### src/rtl/nfseq_pkg.sv
package nfseq_pkg;
    localparam int LANE_W = 16;

    typedef enum logic [1:0] {
        OP_PROG  = 2'd0,
        OP_ERASE = 2'd1,
        OP_PROBE = 2'd2
    } op_e;

    localparam logic [7:0] CMD_ARRAY  = 8'hFF;
    localparam logic [7:0] CMD_IDREAD = 8'h90;
    localparam logic [7:0] CMD_ESETUP = 8'h20;
    localparam logic [7:0] CMD_ECONF  = 8'hD0;
    localparam logic [7:0] CMD_PSETUP = 8'h40;
    localparam logic [7:0] CMD_STATUS = 8'h70;

    localparam int BIT_READY = 7;
    localparam int BIT_EERR  = 5;
    localparam int BIT_PERR  = 4;

    localparam logic [LANE_W-1:0] MFR_CODE = 16'h0089;
    localparam logic [LANE_W-1:0] DEV_TOP  = 16'h88F3;
    localparam logic [LANE_W-1:0] DEV_BOT  = 16'h88F4;

    typedef enum logic [3:0] {
        S_IDLE, S_CMD1, S_CMD2, S_PWR, S_PRD, S_PCHK, S_ARR,
        S_VRD, S_VCHK, S_IRD0, S_ICHK0, S_IRD1, S_ICHK1
    } st_e;
endpackage

### src/rtl/nfseq_judge.sv
module nfseq_judge
    import nfseq_pkg::*;
#(
    parameter int NDEV = 2
) (
    input  logic [NDEV*LANE_W-1:0] word,
    output logic                   all_ready,
    output logic                   any_eerr,
    output logic                   any_perr,
    output logic                   mfr_ok,
    output logic                   dev_ok
);
    logic [NDEV-1:0] rdy, eerr, perr, mfr, same;
    logic [LANE_W-1:0] lane0;

    assign lane0 = word[LANE_W-1:0];

    for (genvar g = 0; g < NDEV; g++) begin : g_lane
        logic [LANE_W-1:0] lane;
        assign lane    = word[g*LANE_W +: LANE_W];
        assign rdy[g]  = lane[BIT_READY];
        assign eerr[g] = lane[BIT_EERR];
        assign perr[g] = lane[BIT_PERR];
        assign mfr[g]  = (lane == MFR_CODE);
        assign same[g] = (lane == lane0);
    end

    assign all_ready = &rdy;
    assign any_eerr  = |eerr;
    assign any_perr  = |perr;
    assign mfr_ok    = &mfr;
    assign dev_ok    = ((lane0 == DEV_TOP) || (lane0 == DEV_BOT)) && (&same);
endmodule

### src/rtl/nfseq_poll_ctr.sv
module nfseq_poll_ctr #(
    parameter int POLL_MAX = 1000,
    localparam int CW = $clog2(POLL_MAX + 1)
) (
    input  logic          clk,
    input  logic          rst_n,
    input  logic          clr,
    input  logic          inc,
    output logic [CW-1:0] cnt,
    output logic          at_limit
);
    logic [CW-1:0] cnt_d, cnt_q;

    always_comb begin
        cnt_d = cnt_q;
        if (clr)
            cnt_d = '0;
        else if (inc && (cnt_q != CW'(POLL_MAX)))
            cnt_d = cnt_q + 1'b1;
    end

    always_ff @(posedge clk or negedge rst_n) begin
        if (!rst_n) cnt_q <= '0;
        else        cnt_q <= cnt_d;
    end

    assign cnt      = cnt_q;
    assign at_limit = (cnt_q == CW'(POLL_MAX));


    poll_bound_chk: assert property (@(posedge clk) disable iff (!rst_n)
        cnt_q <= CW'(POLL_MAX));


    poll_clear_chk: assert property (@(posedge clk) disable iff (!rst_n)
        clr |=> (cnt_q == '0));
endmodule

### src/rtl/nor_cmd_seq.sv
module nor_cmd_seq
    import nfseq_pkg::*;
#(
    parameter int NDEV     = 2,
    parameter int AW       = 20,
    parameter int POLL_MAX = 1000,
    localparam int DW = NDEV * LANE_W,
    localparam int CW = $clog2(POLL_MAX + 1)
) (
    input  logic          clk,
    input  logic          rst_n,
    input  logic          start,
    input  logic [1:0]    req_op,
    input  logic [AW-1:0] req_addr,
    input  logic [DW-1:0] req_data,
    output logic          done,
    output logic          err,
    output logic          fl_wr,
    output logic          fl_rd,
    output logic [AW-1:0] fl_addr,
    output logic [DW-1:0] fl_wdata,
    input  logic [DW-1:0] fl_rdata
);
    typedef struct packed {
        st_e           st;
        op_e           op;
        logic [AW-1:0] addr;
        logic [DW-1:0] data;
        logic          err;
        logic          done;
    } seq_t;

    function automatic logic [DW-1:0] rep(input logic [7:0] c);
        logic [DW-1:0] w;
        for (int i = 0; i < NDEV; i++)
            w[i*LANE_W +: LANE_W] = {{(LANE_W-8){1'b0}}, c};
        return w;
    endfunction

    localparam logic [DW-1:0] W_ARRAY  = rep(CMD_ARRAY);
    localparam logic [DW-1:0] W_STATUS = rep(CMD_STATUS);

    seq_t r_q, r_d;
    logic [7:0] cmd;
    logic       use_data, clr, inc;
    logic       all_ready, any_eerr, any_perr, mfr_ok, dev_ok, at_limit;
    logic [CW-1:0] poll_cnt;

    nfseq_judge #(.NDEV(NDEV)) u_judge (
        .word(fl_rdata), .all_ready(all_ready), .any_eerr(any_eerr),
        .any_perr(any_perr), .mfr_ok(mfr_ok), .dev_ok(dev_ok)
    );

    nfseq_poll_ctr #(.POLL_MAX(POLL_MAX)) u_poll (
        .clk(clk), .rst_n(rst_n), .clr(clr), .inc(inc),
        .cnt(poll_cnt), .at_limit(at_limit)
    );

    always_comb begin
        r_d      = r_q;
        r_d.done = 1'b0;
        fl_wr    = 1'b0;
        fl_rd    = 1'b0;
        cmd      = CMD_ARRAY;
        use_data = 1'b0;
        clr      = 1'b0;
        inc      = 1'b0;
        unique case (r_q.st)
            S_IDLE: begin
                if (start && (req_op != 2'b11)) begin
                    r_d.op   = op_e'(req_op);
                    r_d.addr = (req_op == OP_PROBE) ? '0 : req_addr;
                    r_d.data = req_data;
                    r_d.err  = 1'b0;
                    r_d.st   = S_CMD1;
                    clr      = 1'b1;
                end
            end
            S_CMD1: begin
                fl_wr = 1'b1;
                cmd   = (r_q.op == OP_PROG)  ? CMD_PSETUP :
                        (r_q.op == OP_ERASE) ? CMD_ESETUP : CMD_IDREAD;
                r_d.st = (r_q.op == OP_PROBE) ? S_IRD0 : S_CMD2;
            end
            S_CMD2: begin
                fl_wr    = 1'b1;
                cmd      = CMD_ECONF;
                use_data = (r_q.op == OP_PROG);
                r_d.st   = S_PWR;
            end
            S_PWR: begin
                fl_wr  = 1'b1;
                cmd    = CMD_STATUS;
                inc    = 1'b1;
                r_d.st = S_PRD;
            end
            S_PRD: begin
                fl_rd  = 1'b1;
                r_d.st = S_PCHK;
            end
            S_PCHK: begin
                if (all_ready) begin
                    r_d.err = (r_q.op == OP_PROG) ? any_perr : any_eerr;
                    r_d.st  = S_ARR;
                end else if (at_limit) begin
                    r_d.err = 1'b1;
                    r_d.st  = S_ARR;
                end else begin
                    r_d.st  = S_PWR;
                end
            end
            S_ARR: begin
                fl_wr = 1'b1;
                cmd   = CMD_ARRAY;
                if (r_q.op == OP_PROG) begin
                    r_d.st = S_VRD;
                end else begin
                    r_d.st   = S_IDLE;
                    r_d.done = 1'b1;
                end
            end
            S_VRD: begin
                fl_rd  = 1'b1;
                r_d.st = S_VCHK;
            end
            S_VCHK: begin
                if (fl_rdata != r_q.data) r_d.err = 1'b1;
                r_d.done = 1'b1;
                r_d.st   = S_IDLE;
            end
            S_IRD0: begin
                fl_rd  = 1'b1;
                r_d.st = S_ICHK0;
            end
            S_ICHK0: begin
                if (!mfr_ok) r_d.err = 1'b1;
                r_d.addr = AW'(1);
                r_d.st   = S_IRD1;
            end
            S_IRD1: begin
                fl_rd  = 1'b1;
                r_d.st = S_ICHK1;
            end
            S_ICHK1: begin
                if (!dev_ok) r_d.err = 1'b1;
                r_d.addr = '0;
                r_d.st   = S_ARR;
            end
            default: r_d.st = S_IDLE;
        endcase
    end

    always_ff @(posedge clk or negedge rst_n) begin
        if (!rst_n) begin
            r_q.st   <= S_IDLE;
            r_q.op   <= OP_PROG;
            r_q.addr <= '0;
            r_q.data <= '0;
            r_q.err  <= 1'b0;
            r_q.done <= 1'b0;
        end else begin
            r_q <= r_d;
        end
    end

    assign fl_addr  = r_q.addr;
    assign fl_wdata = use_data ? r_q.data : rep(cmd);
    assign done     = r_q.done;
    assign err      = r_q.done & r_q.err;


    done_pulse_chk: assert property (@(posedge clk) disable iff (!rst_n)
        done |=> !done);


    op_hold_chk: assert property (@(posedge clk) disable iff (!rst_n)
        (r_q.st != S_IDLE) |=> $stable(r_q.op));


    poll_read_order_chk: assert property (@(posedge clk) disable iff (!rst_n)
        (r_q.st == S_PRD) |-> ($past(fl_wr) && ($past(fl_wdata) == W_STATUS)));


    array_before_verify_chk: assert property (@(posedge clk) disable iff (!rst_n)
        (r_q.st == S_VRD) |-> ($past(fl_wr) && ($past(fl_wdata) == W_ARRAY)));


    strobe_excl_chk: assert property (@(posedge clk) disable iff (!rst_n)
        !(fl_wr && fl_rd));


    idle_quiet_chk: assert property (@(posedge clk) disable iff (!rst_n)
        (r_q.st == S_IDLE) |-> (!fl_wr && !fl_rd));
endmodule

### config.mk
export PLATFORM = sky130hd
export DESIGN_NAME = nor_cmd_seq
export DESIGN_NICKNAME = d
export VERILOG_FILES = /design/src/rtl/nfseq_pkg.sv /design/src/rtl/nfseq_judge.sv /design/src/rtl/nfseq_poll_ctr.sv /design/src/rtl/nor_cmd_seq.sv
export SDC_FILE = /design/constraint.sdc
export NUM_CORES = 1
export LEC_CHECK = 0
export CORE_MARGIN = 2
export CORE_UTILIZATION = 35
export CTS_BUF_LIST = sky130_fd_sc_hd__clkbuf_8
export CTS_CLUSTER_SIZE = 24
export DETAILED_ROUTE_END_ITERATION = 6
export GPL_TIMING_DRIVEN = 0
export HOLD_SLACK_MARGIN = 0.02
export MAX_ROUTING_LAYER = met4
export PLACE_DENSITY = 0.64
export SETUP_SLACK_MARGIN = 0.05
export SLEW_MARGIN = 25
export SYNTH_ARGS = -nofsm -noshare
export SYNTH_HDL_FRONTEND = slang
export SYNTH_HIERARCHICAL = 1
export SYNTH_SLANG_ARGS = --single-unit
### constraint.sdc
create_clock -name clk -period 2.5 [get_ports clk]
set_clock_uncertainty 0.2 [all_clocks]
set_input_delay 0.25 -clock clk [delete_from_list [all_inputs] [get_ports clk]]
set_output_delay 0.25 -clock clk [all_outputs]
set_load 0.03 [all_outputs]
Word-level counts from Yosys, hierarchy flattened

Index checks and enable logic that the tools add are counted.
W data, S select, Z words.

Bits in registers: 70
Input port bits: 89
Output and inout bits: 56
Logic and storage cells: 85

Add/subtract/negate cells: 1
Equality and inequality tests: 29
Multiplexer cells: 29
Bitwise operators: 1
Reductions and logical operators: 18

Operators by type and width:

| operator                | count |
|---|---|
| $pmux W20 S3            | 1 |
| $mux W59                | 1 |
| $pmux W4 S12            | 1 |
| $eq A16 B16 Y1 const B  | 2 |
| $eq A16 B8 Y1 const B   | 2 |
| $mux W32                | 1 |
| $ne A32 B32 Y1          | 1 |
| $pmux W8 S3             | 1 |
| $eq A4 B4 Y1 const B    | 5 |
| $mux W10                | 2 |
| $mux W20                | 1 |
| $eq A16 B16 Y1          | 1 |
| $eq A4 B3 Y1 const B    | 4 |
| $mux W8                 | 2 |
| $mux W1                 | 13 |
| $add A10 B1 Y10 const B | 1 |
| $eq A10 B10 Y1 const B  | 1 |
| $ne A10 B10 Y1 const B  | 1 |
| $ne A2 B2 Y1 const B    | 5 |
| $eq A4 B2 Y1 const B    | 2 |
| $mux W4                 | 2 |
| $reduce_and A2 Y1       | 4 |
| $reduce_or A4 Y1        | 2 |
| $mux W3                 | 2 |
| 16 further kinds        | 20 |

Logic depth before layout (Yosys ltp)

Gate-level depths: netlist of run 1.

Depth in word-level cells: 5
Mapped depth: 12
Mapped depth without buffers: 12

Modules after synthesis

The synthesis of run 1 kept the hierarchy.

Modules (own cells, without submodules):

| module         | instances | cells each | area each (um^2) | seq. area each (um^2) |
|---|---|---|---|---|
| nor_cmd_seq    | 1         | 388        | 3365.7           | 1501.4 |
| nfseq_poll_ctr | 1         | 66         | 619.3            | 250.2 |
| nfseq_judge    | 1         | 41         | 281.5            | 0.0 |

Least setup slack after synthesis of run 1

No wires, ideal clock.

Path kind: register to register
From: register r_q[57] (netlist bit)
To: register u_poll.cnt_q[7], in the netlist u_poll/cnt[7]
Library setup time: 0.125 ns
Data arrival time: 2.198 ns
Data required time: 2.175 ns
Setup slack: -0.023 ns
Stages on the path, launching flop included: 9
Buffers on the path: 3
Period minus slack after synthesis: 2.523 ns
Path through: dfrtp_1 -> buf_2 -> clkbuf_1 -> clkbuf_1 -> nand2_1 -> nor3_1 -> nand2_1 -> nor4_1 -> mux2_2

Word-level cells in the longest chain between the ends: 4
Elaborated cells between the ends (all ways): 7
Those cells by class: eq/ne (1); mux (3); reduce/logical (3)

RTL lines:

| what                                | line                 | source |
|---|---|---|
| start: declaration                  | nor_cmd_seq.sv:43    | `seq_t r_q, r_d;` |
| start signal: assignment            | nor_cmd_seq.sv:162   | `r_q <= r_d;` |
| $eq A4 B2 Y1                        | nor_cmd_seq.sv:68    | `unique case (r_q.st)` |
| $mux W1                             | nor_cmd_seq.sv:68    |  |
| net inc                             | nor_cmd_seq.sv:45    | `logic use_data, clr, inc;` |
| $logic_and A1 B1 Y1                 | nfseq_poll_ctr.sv:18 | `else if (inc && (cnt_q != CW'(POLL_MAX)))` |
| $reduce_bool A2 Y1 (no source line) | n/a                  |  |
| end signal: assignment              | nfseq_poll_ctr.sv:24 | `else cnt_q <= cnt_d;` |
| end: declaration                    | nfseq_poll_ctr.sv:12 | `logic [CW-1:0] cnt_d, cnt_q;` |

The timed path passes the listed nets, and every way through them passes these cells.
A chain may end at the register's enable or synchronous reset.

Worst setup path after layout of run 1

From: input fl_rdata[0]
To: register r_q[1] (netlist bit)

Word-level cells in the longest chain between the ends: 5
Elaborated cells between the ends (all ways): 12
Those cells by class: eq/ne (8); reduce/logical (4)

RTL lines:

| what                                   | line              | source |
|---|---|---|
| start: declaration                     | nor_cmd_seq.sv:22 | `input logic [DW-1:0] fl_rdata` |
| $eq A16 B16 Y1                         | nfseq_judge.sv:32 | `assign dev_ok = ((lane0 == DEV_TOP) \|\| (lane0 == DEV_BOT)) && (&same);` |
| $logic_or A1 B1 Y1                     | nfseq_judge.sv:32 |  |
| $logic_and A1 B1 Y1 (*)                | nfseq_judge.sv:32 |  |
| net dev_ok                             | nor_cmd_seq.sv:46 | `logic all_ready, any_eerr, any_perr, mfr_ok, dev_ok, at_limit;` |
| $ne A2 B2 Y1 (no source line) (*)      | n/a               |  |
| $reduce_and A6 Y1 (no source line) (*) | n/a               |  |

Mark *: on every way through the listed nets, which the timed path passes. The rest lies on a longest branch.

==> metrics, run 1 <==
pwr dens=just over 1000 mW/mm2; CTS H-tree lvls=3; Register Area=0.00175 mm2; Setup CP Type=input port to flip-flop; non-filler cells, final=between 800 and 900; CP required=2.55 ns; fraction of registers with async set/reset=100%; multi-input logic area=0.00233 mm2; fmax=414 MHz; Max-slew headroom=64.5%; worst path cell trace=clkdlybuf4s50_1 > xnor2_2 > nand4_1 > nor4_2 > and3_1 > nor2_1 > a221oi_2 > nor2_1 > o21ai_1 > a21oi_1 > mux2_1; Slew Limit Fails=0; CTS tree=built; Final Hold Vio Count=0; # rows=40; initial antenna violation count=0; DP Area=0.00592 mm2; most frequent cells in the layout=nand2_1, clkdlybuf4s50_1, dfrtp_1, buf_4, nor2_1; Worst Path Max Fanout=4; Mapped Cells=495; Warnings, synthesis=6; total gr overflow=0; Die ar.=0.0131 mm2; Synth top area share=41.1%; first-pass GRT wire length=21,800 um; CORE AREA=0.0120 mm2; Antenna Violating Nets Remaining=0; crit share post-route=96.6%; Num Clock Sinks=70; CTS max path bufs=2; max_cap viols=0; Initial Utilization=a little over a third; Critical Path AT=around 2.5 ns; Worst Setup End Kind=flip-flop; dominant synthesized flop cell=dfrtp_1; most used routing layer=met2; synth-to-layout area growth=48.2%; CP Buf/Inv Count=1; Clock Tree Root=clkbuf_8; FF+latch count, synth=70; Total Neg Setup Slack=0 ns; number of global-route vias before repair=4,151; syn_nets=589; Final Cell Area=0.00632 mm2; Seq/Total Area, Yosys=41.1%; Setup WS post-layout=0.0840 ns; GR Layer Usage met1=30.6%; Initial DRT Pass Iterations=5; most common cell after layout, fill and taps aside=nand2_1; syn_area_per_cell=8.62 um2; Die H=between 100 and 150 um; nets@finish=761; EDFF count, synth=0; fraction of layout cells with a size suffix above 1=20.5%; Slowest cell on crit path=clkdlybuf4s50_1; P_leak=2.95 nW; TritonCTS Buffers=9; DR vias=4,203; Global Route Usage Sum=22.2%; clk slew on worst S/H paths=~0.090 ns; routability cong.=0.872; pre-CTS WS=-0.891 ns; final WL=13,800 um; residual DRC count=0; IO Count=145; IR drop worst, VDD=490 uV; FILL cells=between 1,000 and 1,500; Ant. Diodes=0; largest net degree at the start of global routing=between 40 and 50; area leader, netlist=dfrtp_1; RSZ-0062 raised after global routing=yes; placed cell count=787; Total Power=6.45 mW; Cell Area, Synth=0.00427 mm2; port bufs=~140; Worst-Margin Slew=0.532 ns; element type at the critical path start=input port; met2 Resource Use GR=33.8%; Worst path top cell family by delay=simple AND/OR/NAND/NOR gates; M3 GR Usage=around 3.3%; hpwl dp=approximately 10,000 um; Hold WC Path Type=input port to async pin; Iteration-0 DRC Markers=258; Largest stage delay, worst path=0.51 ns; CP dominant cell by count=nor2_1; post-DR wirelength/cell=between 15 and 20 um; status=complete, no violations; Synth area leaders=dfrtp_1, nand2_1, xor2_1, a22o_1, buf_4; clock latency on the worst-skew pair=between 0.3 and 0.4 ns; Tmin final=between 2 and 2.5 ns; final setup fails=0; die width=114 um; library cells used by synthesis=53; Vias/cell=5.13
==> synthesized netlist by cell type, drive strengths merged, types with 3 or more instances <==
cell type	instances
nand4	11
and2	18
inv	15
a31oi	3
nor3	8
a21o	10
nor4	14
nand2	110
nand3	10
or2	3
and3	4
clkbuf	10
nor2	36
nor2b	4
o21ai	17
xnor2	13
dfrtp	70
xor2	29
ha	5
a22o	20
mux2	6
buf	32
a21oi	16
nand2b	6
==> flip-flops by register name, indices dropped and copies added (netlist names) <==
name	cells
done	1
u_poll/cnt	10
fl_addr	20
r_q	39
==> worst reg2reg max path: cells and delay by family (launching register included) <==
| family | cells | cell delay, ns |
|---|---|---|
| AND/OR/NAND/NOR | 3 | 0.41 |
| buffers and inverters | 4 | 0.71 |
| AO/OA/AOI/OAI | 1 | 0.21 |
| flip-flops | 1 | 0.36 |
| multiplexers | 1 | 0.36 |
==> layout make-up <==
cell class / instances / share of cell area, %
timing repair buffer: 162 / 23.9
inverter: 15 / 0.950
sequential: 70 / 27.7
clock buffer: 10 / 2.18
multi-input combinational: 368 / 36.8
buffer: 41 / 4.63
tap: 147 / 2.91
clock inverter: 6 / 0.970
==> power by group <==
| group | internal (mW) | leakage, nW | switching [mW] |
|---|---|---|---|
| registers | 1.54 | 0.906 | 0.415 |
| clock network | 0.485 | 0.102 | 0.479 |
| logic | 1.52 | 1.94 | 2.02 |
==> cell families (layout without fill, tap and decap cells) <==
group | Yosys count | after routing | share of synthesized area (%)
AND/OR/NAND/NOR | 235 | 235 | 26.8
AO/OA/AOI/OAI | 79 | 79 | 13.0
flip-flops | 70 | 70 | 41.1
buffers and inverters | 57 | 234 | 7.18
XOR/XNOR | 42 | 42 | 8.62
multiplexers | 7 | 7 | 1.91
adder cells (fa/ha/maj) | 5 | 5 | 1.47
==> worst paths after layout <==
check | cells past startpoint | slack [ns] | from | endpoint
setup / recovery | 11 | 0.08 | fl_rdata[0] | r_q[1]
hold / removal | 2 | 0.15 | rst_n | r_q[17]
setup reg to reg | 9 | 0.15 | r_q[57] | u_poll/cnt[2]
hold reg to reg | 1 | 0.31 | fl_addr[19] | fl_addr[19]
max in group asynchronous | 3 | 1.39 | rst_n | r_q[58]
min in group clk | 3 | 0.21 | req_data[19] | r_q[21]
==> repair_timing <==
item,CTS,global route
setup buffers,12,3
endpoints found under the hold margin,70,0
gates cloned,1,0
gates resized for setup,190,19
pin swaps,6,2
endpoints found under the setup margin,46,36
hold buffers,1,0
==> per-stage QoR <==
step | hold WS (ns) | utilization, %
6_report | 0.152 | 52.9
5_1_grt | 0.174 | 52.9
4_1_cts | 0.137 | 52.5
3_5_place_dp | -0.0107 | 49.5
3_3_place_gp | 0.273 | 49.3
2_1_floorplan | -0.246 | -
==> per-layer routing <==
metal	wire [um]	share of wire, %
met2	6610	48
met5	0	0
met4	246	1.8
met1	6340	46
met3	632	4.6
No activity file was read; power rests on OpenSTA's default activity.
==> run 2: changes to the inputs <==
--- a/config.mk
+++ b/config.mk
@@ -15,7 +15,7 @@
 export MAX_ROUTING_LAYER = met4
 export PLACE_DENSITY = 0.64
 export SETUP_SLACK_MARGIN = 0.05
-export SLEW_MARGIN = 25
+export SLEW_MARGIN = 30
 export SYNTH_ARGS = -nofsm -noshare
 export SYNTH_HDL_FRONTEND = slang
 export SYNTH_HIERARCHICAL = 1
==> results of run 2 <==
Same layout as run 1: the final DEF is identical, and so are final timing and power.
==> run 3: changes to the inputs <==
--- a/config.mk
+++ b/config.mk
@@ -11,7 +11,6 @@
 export CTS_CLUSTER_SIZE = 24
 export DETAILED_ROUTE_END_ITERATION = 6
 export GPL_TIMING_DRIVEN = 0
-export HOLD_SLACK_MARGIN = 0.02
 export MAX_ROUTING_LAYER = met4
 export PLACE_DENSITY = 0.64
 export SETUP_SLACK_MARGIN = 0.05
==> results of run 3 <==
Same layout as run 1: the final DEF is identical, and so are final timing and power.
